[config.mk]
export PLATFORM = sky130hd
export DESIGN_NAME = sertx_top
export DESIGN_NICKNAME = d
export VERILOG_FILES = /design/src/rtl/sertx_pkg.sv /design/src/rtl/sertx_hold.sv /design/src/rtl/sertx_shifter.sv /design/src/rtl/sertx_ctrl.sv /design/src/rtl/sertx_top.sv
export SDC_FILE = /design/constraint.sdc
export NUM_CORES = 1
export LEC_CHECK = 0
export CELL_PAD_IN_SITES_DETAIL_PLACEMENT = 1
export CELL_PAD_IN_SITES_GLOBAL_PLACEMENT = 2
export CORE_MARGIN = 2
export CORE_UTILIZATION = 34
export DETAILED_ROUTE_END_ITERATION = 8
export DONT_BUFFER_PORTS = 1
export PLACE_DENSITY_LB_ADDON = 0.1
export SKIP_CTS_REPAIR_TIMING = 1
export SLEW_MARGIN = 20
export SYNTH_ARGS = -nofsm -noshare
export SYNTH_HDL_FRONTEND = slang
export SYNTH_HIERARCHICAL = 1
export SYNTH_SLANG_ARGS = --single-unit
[constraint.sdc]
create_clock -name clk -period 2.7 [get_ports clk]
set_input_delay 0.54 -clock clk [delete_from_list [all_inputs] [get_ports clk]]
set_output_delay 0.54 -clock clk [all_outputs]
set_load 0.005 [all_outputs]
[src/rtl/sertx_pkg.sv]
package sertx_pkg;

    localparam int DATA_W   = 9;
    localparam int MAX_BITS = DATA_W + 2;
    localparam int LEN_W    = $clog2(MAX_BITS + 1);

    typedef enum logic [1:0] {
        FK_DATA  = 2'd0,
        FK_IDLE  = 2'd1,
        FK_BREAK = 2'd2,
        FK_TAIL  = 2'd3
    } frame_kind_e;

    typedef struct packed {
        logic [MAX_BITS-1:0] bits;
        logic [LEN_W-1:0]    len;
        frame_kind_e         kind;
    } frame_t;

    function automatic frame_t build_frame(frame_kind_e k, logic nine, logic [DATA_W-1:0] d);
        frame_t f;
        f.kind = k;
        f.len  = nine ? LEN_W'(MAX_BITS) : LEN_W'(MAX_BITS - 1);
        f.bits = '1;
        case (k)
            FK_DATA: begin
                f.bits[0] = 1'b0;
                for (int i = 0; i < DATA_W - 1; i++) f.bits[i+1] = d[i];
                f.bits[DATA_W] = nine ? d[DATA_W-1] : 1'b1;
            end
            FK_BREAK: f.bits = '0;
            FK_TAIL:  f.len  = LEN_W'(1);
            default:  f.bits = '1;
        endcase
        return f;
    endfunction

endpackage

[src/rtl/sertx_hold.sv]
module sertx_hold
    import sertx_pkg::*;
(
    input  logic              clk,
    input  logic              rst,
    input  logic              wr_valid,
    input  logic [DATA_W-1:0] wr_data,
    input  logic              pop,
    output logic              full,
    output logic [DATA_W-1:0] data
);
    always_ff @(posedge clk) begin
        if (rst) begin
            full <= 1'b0;
            data <= '0;
        end else if (pop) begin
            full <= 1'b0;
        end else if (wr_valid && !full) begin
            full <= 1'b1;
            data <= wr_data;
        end
    end
endmodule

[src/rtl/sertx_shifter.sv]
module sertx_shifter
    import sertx_pkg::*;
#(
    parameter int TICKS = 16
) (
    input  logic        clk,
    input  logic        rst,
    input  logic        tick,
    input  logic        load,
    input  frame_t      frame,
    output logic        txd,
    output logic        busy,
    output logic        last_edge,
    output frame_kind_e cur_kind
);
    localparam int TCNT_W = (TICKS > 1) ? $clog2(TICKS) : 1;

    logic [MAX_BITS-1:0] sh;
    logic [LEN_W-1:0]    left;
    logic [TCNT_W-1:0]   tcnt;
    logic                bit_end;

    assign busy      = (left != '0);
    assign bit_end   = busy && tick && (tcnt == TCNT_W'(TICKS - 1));
    assign last_edge = bit_end && (left == LEN_W'(1));
    assign txd       = busy ? sh[0] : 1'b1;

    always_ff @(posedge clk) begin
        if (rst) begin
            sh       <= '1;
            left     <= '0;
            tcnt     <= '0;
            cur_kind <= FK_IDLE;
        end else if (load) begin
            sh       <= frame.bits;
            left     <= frame.len;
            tcnt     <= '0;
            cur_kind <= frame.kind;
        end else if (bit_end) begin
            tcnt <= '0;
            sh   <= {1'b1, sh[MAX_BITS-1:1]};
            left <= left - LEN_W'(1);
        end else if (busy && tick) begin
            tcnt <= tcnt + TCNT_W'(1);
        end
    end
endmodule

[src/rtl/sertx_ctrl.sv]
module sertx_ctrl
    import sertx_pkg::*;
(
    input  logic        clk,
    input  logic        rst,
    input  logic        mod_en,
    input  logic        tx_en,
    input  logic        brk_req,
    input  logic        busy,
    input  logic        last_edge,
    input  frame_kind_e cur_kind,
    input  logic        hold_full,
    output logic        load,
    output frame_kind_e load_kind,
    output logic        pop,
    output logic        te_q,
    output logic        brk_pend,
    output logic        idle_want
);
    logic te_d;
    logic idle_pend;
    logic free;
    logic need_tail;

    assign free      = !busy || last_edge;
    assign idle_want = idle_pend || (te_q && !te_d);
    assign need_tail = last_edge && (cur_kind == FK_BREAK) && !brk_pend;

    always_comb begin
        load      = 1'b0;
        load_kind = FK_DATA;
        pop       = 1'b0;
        if (free) begin
            if (need_tail) begin
                load      = 1'b1;
                load_kind = FK_TAIL;
            end else if (te_q) begin
                if (brk_pend) begin
                    load      = 1'b1;
                    load_kind = FK_BREAK;
                end else if (idle_want) begin
                    load      = 1'b1;
                    load_kind = FK_IDLE;
                end else if (hold_full) begin
                    load      = 1'b1;
                    load_kind = FK_DATA;
                    pop       = 1'b1;
                end
            end
        end
    end

    always_ff @(posedge clk) begin
        if (rst) begin
            te_q      <= 1'b0;
            te_d      <= 1'b0;
            brk_pend  <= 1'b0;
            idle_pend <= 1'b0;
        end else begin
            if (mod_en) te_q <= tx_en;
            te_d      <= te_q;
            brk_pend  <= brk_req || (brk_pend && !(load && load_kind == FK_BREAK));
            idle_pend <= idle_want && !(load && (load_kind == FK_IDLE || load_kind == FK_BREAK));
        end
    end
endmodule

[src/rtl/sertx_top.sv]
module sertx_top
    import sertx_pkg::*;
#(
    parameter int TICKS = 16
) (
    input  logic              clk,
    input  logic              rst,
    input  logic              baud_tick,
    input  logic              mod_en,
    input  logic              tx_en,
    input  logic              brk_req,
    input  logic              nine_bit,
    input  logic [DATA_W-1:0] data_in,
    input  logic              data_valid,
    output logic              hold_free,
    output logic              txd,
    output logic              line_idle
);
    logic              hold_full;
    logic [DATA_W-1:0] hold_data;
    logic              pop;
    logic              load;
    frame_kind_e       load_kind;
    frame_kind_e       cur_kind;
    frame_t            next_frame;
    logic              shifter_busy;
    logic              last_edge;
    logic              te_q;
    logic              brk_pend;
    logic              idle_want;

    sertx_hold u_hold (
        .clk      (clk),
        .rst      (rst),
        .wr_valid (data_valid),
        .wr_data  (data_in),
        .pop      (pop),
        .full     (hold_full),
        .data     (hold_data)
    );

    sertx_ctrl u_ctrl (
        .clk       (clk),
        .rst       (rst),
        .mod_en    (mod_en),
        .tx_en     (tx_en),
        .brk_req   (brk_req),
        .busy      (shifter_busy),
        .last_edge (last_edge),
        .cur_kind  (cur_kind),
        .hold_full (hold_full),
        .load      (load),
        .load_kind (load_kind),
        .pop       (pop),
        .te_q      (te_q),
        .brk_pend  (brk_pend),
        .idle_want (idle_want)
    );

    assign next_frame = build_frame(load_kind, nine_bit, hold_data);

    sertx_shifter #(.TICKS(TICKS)) u_shift (
        .clk       (clk),
        .rst       (rst),
        .tick      (baud_tick),
        .load      (load),
        .frame     (next_frame),
        .txd       (txd),
        .busy      (shifter_busy),
        .last_edge (last_edge),
        .cur_kind  (cur_kind)
    );

    assign hold_free = !hold_full;
    assign line_idle = !shifter_busy && !hold_full && !idle_want && !brk_pend;
endmodule

==> flow_summary_export.csv <==
group,metric,value,unit
yosys,async_flop_share,0,%
die,chipWidth,79.6,um
global_route,grt_pass1_wl,7910,um
yosys,mappedNetlistArea,0.00194,mm2
global_route,grt-ovfl-total,0,
clock_network,cts_tree,"built",
yosys,postSynthCellCount,223,
global_route,top_usage_layer,"met2",
placement,dp_hpwl,3290,um
die,die_h,79.6,um
outcome,status,"finished clean",
job,max_cap_viol_count,0,
setup_path,critical_path.max_stage_delay,0.40,ns
yosys,synth_area_leaders,"dfxtp_1 36%, nand2b_1 7.7%, mux2i_1 5.7%",
timing,finalSetupViolCount,0,
timing,fmax,398,MHz
yosys,syn_area_per_cell,8.71,um2
die,dieArea,0.00634,mm2
yosys,synthAdderAreaFrac,2.58,%
setup_path,cp_num_buf_inv,3,
detailed_routing,wire_per_inst,15.9,um
setup_path,cp_cell_sequence,"inv_1, ha_1, nor3b_4, inv_2, nor2b_2, o22ai_2, o21bai_1, buf_12, nor2_2, nand2_1, o221ai_1",
power_and_ir_drop,combPwrFrac,23.2,%
clock_network,clockRootBuffer,"clkbuf_8",
yosys,yosys.area_share.simple,26.0,%
yosys,synthFlopType,"dfxtp_1",
power_and_ir_drop,p_leak,0.847,nW
placement,gp_routability_congestion,0.829,
die,core,0.00551,mm2
detailed_routing,postRouteAntennaNets,0,
setup_path,start_kind,"register",
detailed_routing,drc,0,
setup_path,cp_top_family,"simple AND/OR/NAND/NOR gates",
final_layout,layout-drive-gt1-share,15.6,%
power_and_ir_drop,peakVddDrop,0.175,mV
global_route,grt_pass1_vias,1574,
setup_path,cp_slowest_cell,"nor2_2",
yosys,yosys_warnings,6,
setup_path,worstSetupPathType,"register to register",
global_route,grt_use_total,16.1,%
clock_network,cts.clk_slew.worst_paths,0.07,ns
timing,skew,0.00924,ns
timing,fin_crit_sh,92.9,%
detailed_routing,via_per_inst,5.28,
detailed_routing,dr.first_iter.drc_count,30,
yosys,synth_nets,244,
setup_path,r2r_slack,0.19,ns
yosys,synth_edf_count,0,
power_and_ir_drop,p_switching,0.399,mW
global_route,antenna_found_initial,0,
yosys,yosysMostFrequentCell,"dfxtp_1",
die,io_pins,20,
die,std_cell_rows,27,
yosys,synth_top_area_cell,"dfxtp_1",
placement,dpl_cell_area,0.00198,mm2
yosys,synth_common_cells,"35 x dfxtp_1, 24 x nand2b_1, 16 x nor2_1",
final_layout,final_area,0.00211,mm2
global_route,use_met1,20.2,%
setup_path,endpoint_kind,"register",
timing,period_minus_slack,2.51,ns
detailed_routing,postRouteWirelength,4700,um
clock_network,htreeDepth,2,
detailed_routing,dr_total_vias,1564,
power_and_ir_drop,clkPwrFrac,29.3,%
yosys,ys_seq_area_share,36.1,%
global_route,grt_max_degree,33,
power_and_ir_drop,power,1.26,mW
setup_path,cp.arrival,2.70,ns
yosys,synth.distinct_cells,48,
final_layout,num-nets-final,244,
global_route,met3_usage,3.85,%
worst_hold_path,min_path_type,"input port to register",
power_and_ir_drop,p_seq_share,47.5,%
timing,fin_hold_ws,0.318,ns
timing,slew_headroom,50.0,%
final_layout,area_delta_synth_final,8.63,%
global_route,use_met2,26.8,%
timing,hold_viol_final,0,
final_layout,antennaDiodeCount,0,
timing,fin_setup_tns,0,ns
timing,worstMarginPinSlew,0.750,ns
yosys,synth.top_cell.area_share,36.1,%
die,initial_utilization,35.3,%
detailed_routing,dr.pass1.iters,4,
clock_network,clock_path_buffers,2,
clock_network,cts_inserted_buffers,5,
setup_path,critPathRequiredTime,2.89,ns
power_and_ir_drop,p_per_area,596,mW/mm2
power_and_ir_drop,cellInternalPower,0.858,mW
power_and_ir_drop,p_sw_share,31.7,%
yosys,synthXorXnorAreaFrac,0,%
clock_network,insertion_delay,0.29,ns
yosys,synth-seq-cells,35,
timing,slew_viol_final,0,
yosys,synth_top_family_by_area,"simple AND/OR/NAND/NOR gates",
yosys,synthMuxAreaShare,5.67,%
placement,port_buffers,0,
setup_path,worstPathMaxFanout,14,
yosys,synth_compound_area_share,20.5,%
clock_network,cts_sinks,35,
## metrics by stage
stage	cells	utilization, %	worst slack [ns]
4_1_cts	294	37.6	-0.0477
2_1_floorplan	223	-	0.144
3_3_place_gp	286	36.0	0.0913
5_1_grt	296	38.3	-0.0201
3_5_place_dp	286	36.0	-0.00867
6_report	296	38.3	0.190
## power groups by stage
stage	Combinational [mW]	Clock, mW	Sequential, mW
5_1_grt	0.325	0.416	0.604
3_3_place_gp	0.272	0	0.606
3_5_place_dp	0.284	0	0.608
2_1_floorplan	0.234	0	0.596
4_1_cts	0.285	0.387	0.597
6_report	0.291	0.369	0.597
## metal layers
layer  wire length (um)  vias up
li1                   -      785
met1               2290      748
met2               2210       23
met3                129        8
met4                 68        0
met5                  0        -
## final cells by class
cell class / count / area (um2)
Sequential cell: 35 / 701
Inverter: 16 / 60.1
Timing Repair Buffer: 9 / 80.1
Tap cell: 72 / 90.1
Clock inverter: 3 / 15.0
Clock buffer: 5 / 68.8
Multi-Input combinational cell: 156 / 1100
Fill cell: 646 / 3400
## logic make-up (layout without fill, tap and decap cells)
family,after synthesis,count (layout)
AO/OA/AOI/OAI,56,56
adder cells (fa/ha/maj),4,4
AND/OR/NAND/NOR,84,84
other,1,1
multiplexers,11,11
flip-flops,35,35
buffers and inverters,32,33
## state kept, by name, summed over array words and instances (netlist names)
signal,cells
u_hold/full,1
u_ctrl/idle_pend,1
u_ctrl/te_d,1
u_shift/left,4
u_ctrl/brk_pend,1
u_ctrl/te_q,1
u_shift/sh,11
u_shift/cur_kind,2
u_hold/data,9
u_shift/tcnt,4
## worst register-to-register path, stage by stage, from the launching register on
cell and delay [ns]:
dfxtp_1 0.39, inv_1 0.08, ha_1 0.24, nor3b_4 0.17, inv_2 0.11, nor2b_2 0.20
o22ai_2 0.13, o21bai_1 0.22, buf_12 0.17, nor2_2 0.40, nand2_1 0.10, o221ai_1 0.20
## path summary, 6_finish.rpt
path / start / endpoint / cells past startpoint
setup / recovery: u_shift/left[0] / u_shift/left[3] / 11
hold / removal: rst / u_shift/cur_kind[1] / 1
setup reg to reg: u_shift/left[0] / u_shift/left[3] / 11
hold reg to reg: u_shift/sh[9] / u_shift/sh[8] / 2
## placed cells by master (no fill, tap or decap), types with 3 or more instances in the layout
cell / count
nor2b_1: 4
a21o_1: 11
nor3_1: 3
mux2i_1: 11
nand3_1: 11
ha_1: 4
buf_4: 8
nand4_1: 3
nand2b_1: 23
clkinv_2: 3
inv_1: 14
o21ai_0: 12
a21oi_1: 6
nor2_1: 15
a31oi_1: 10
clkbuf_8: 5
dfxtp_1: 35
nand2_1: 5
Note: power is estimated with default switching activity, not from simulation.
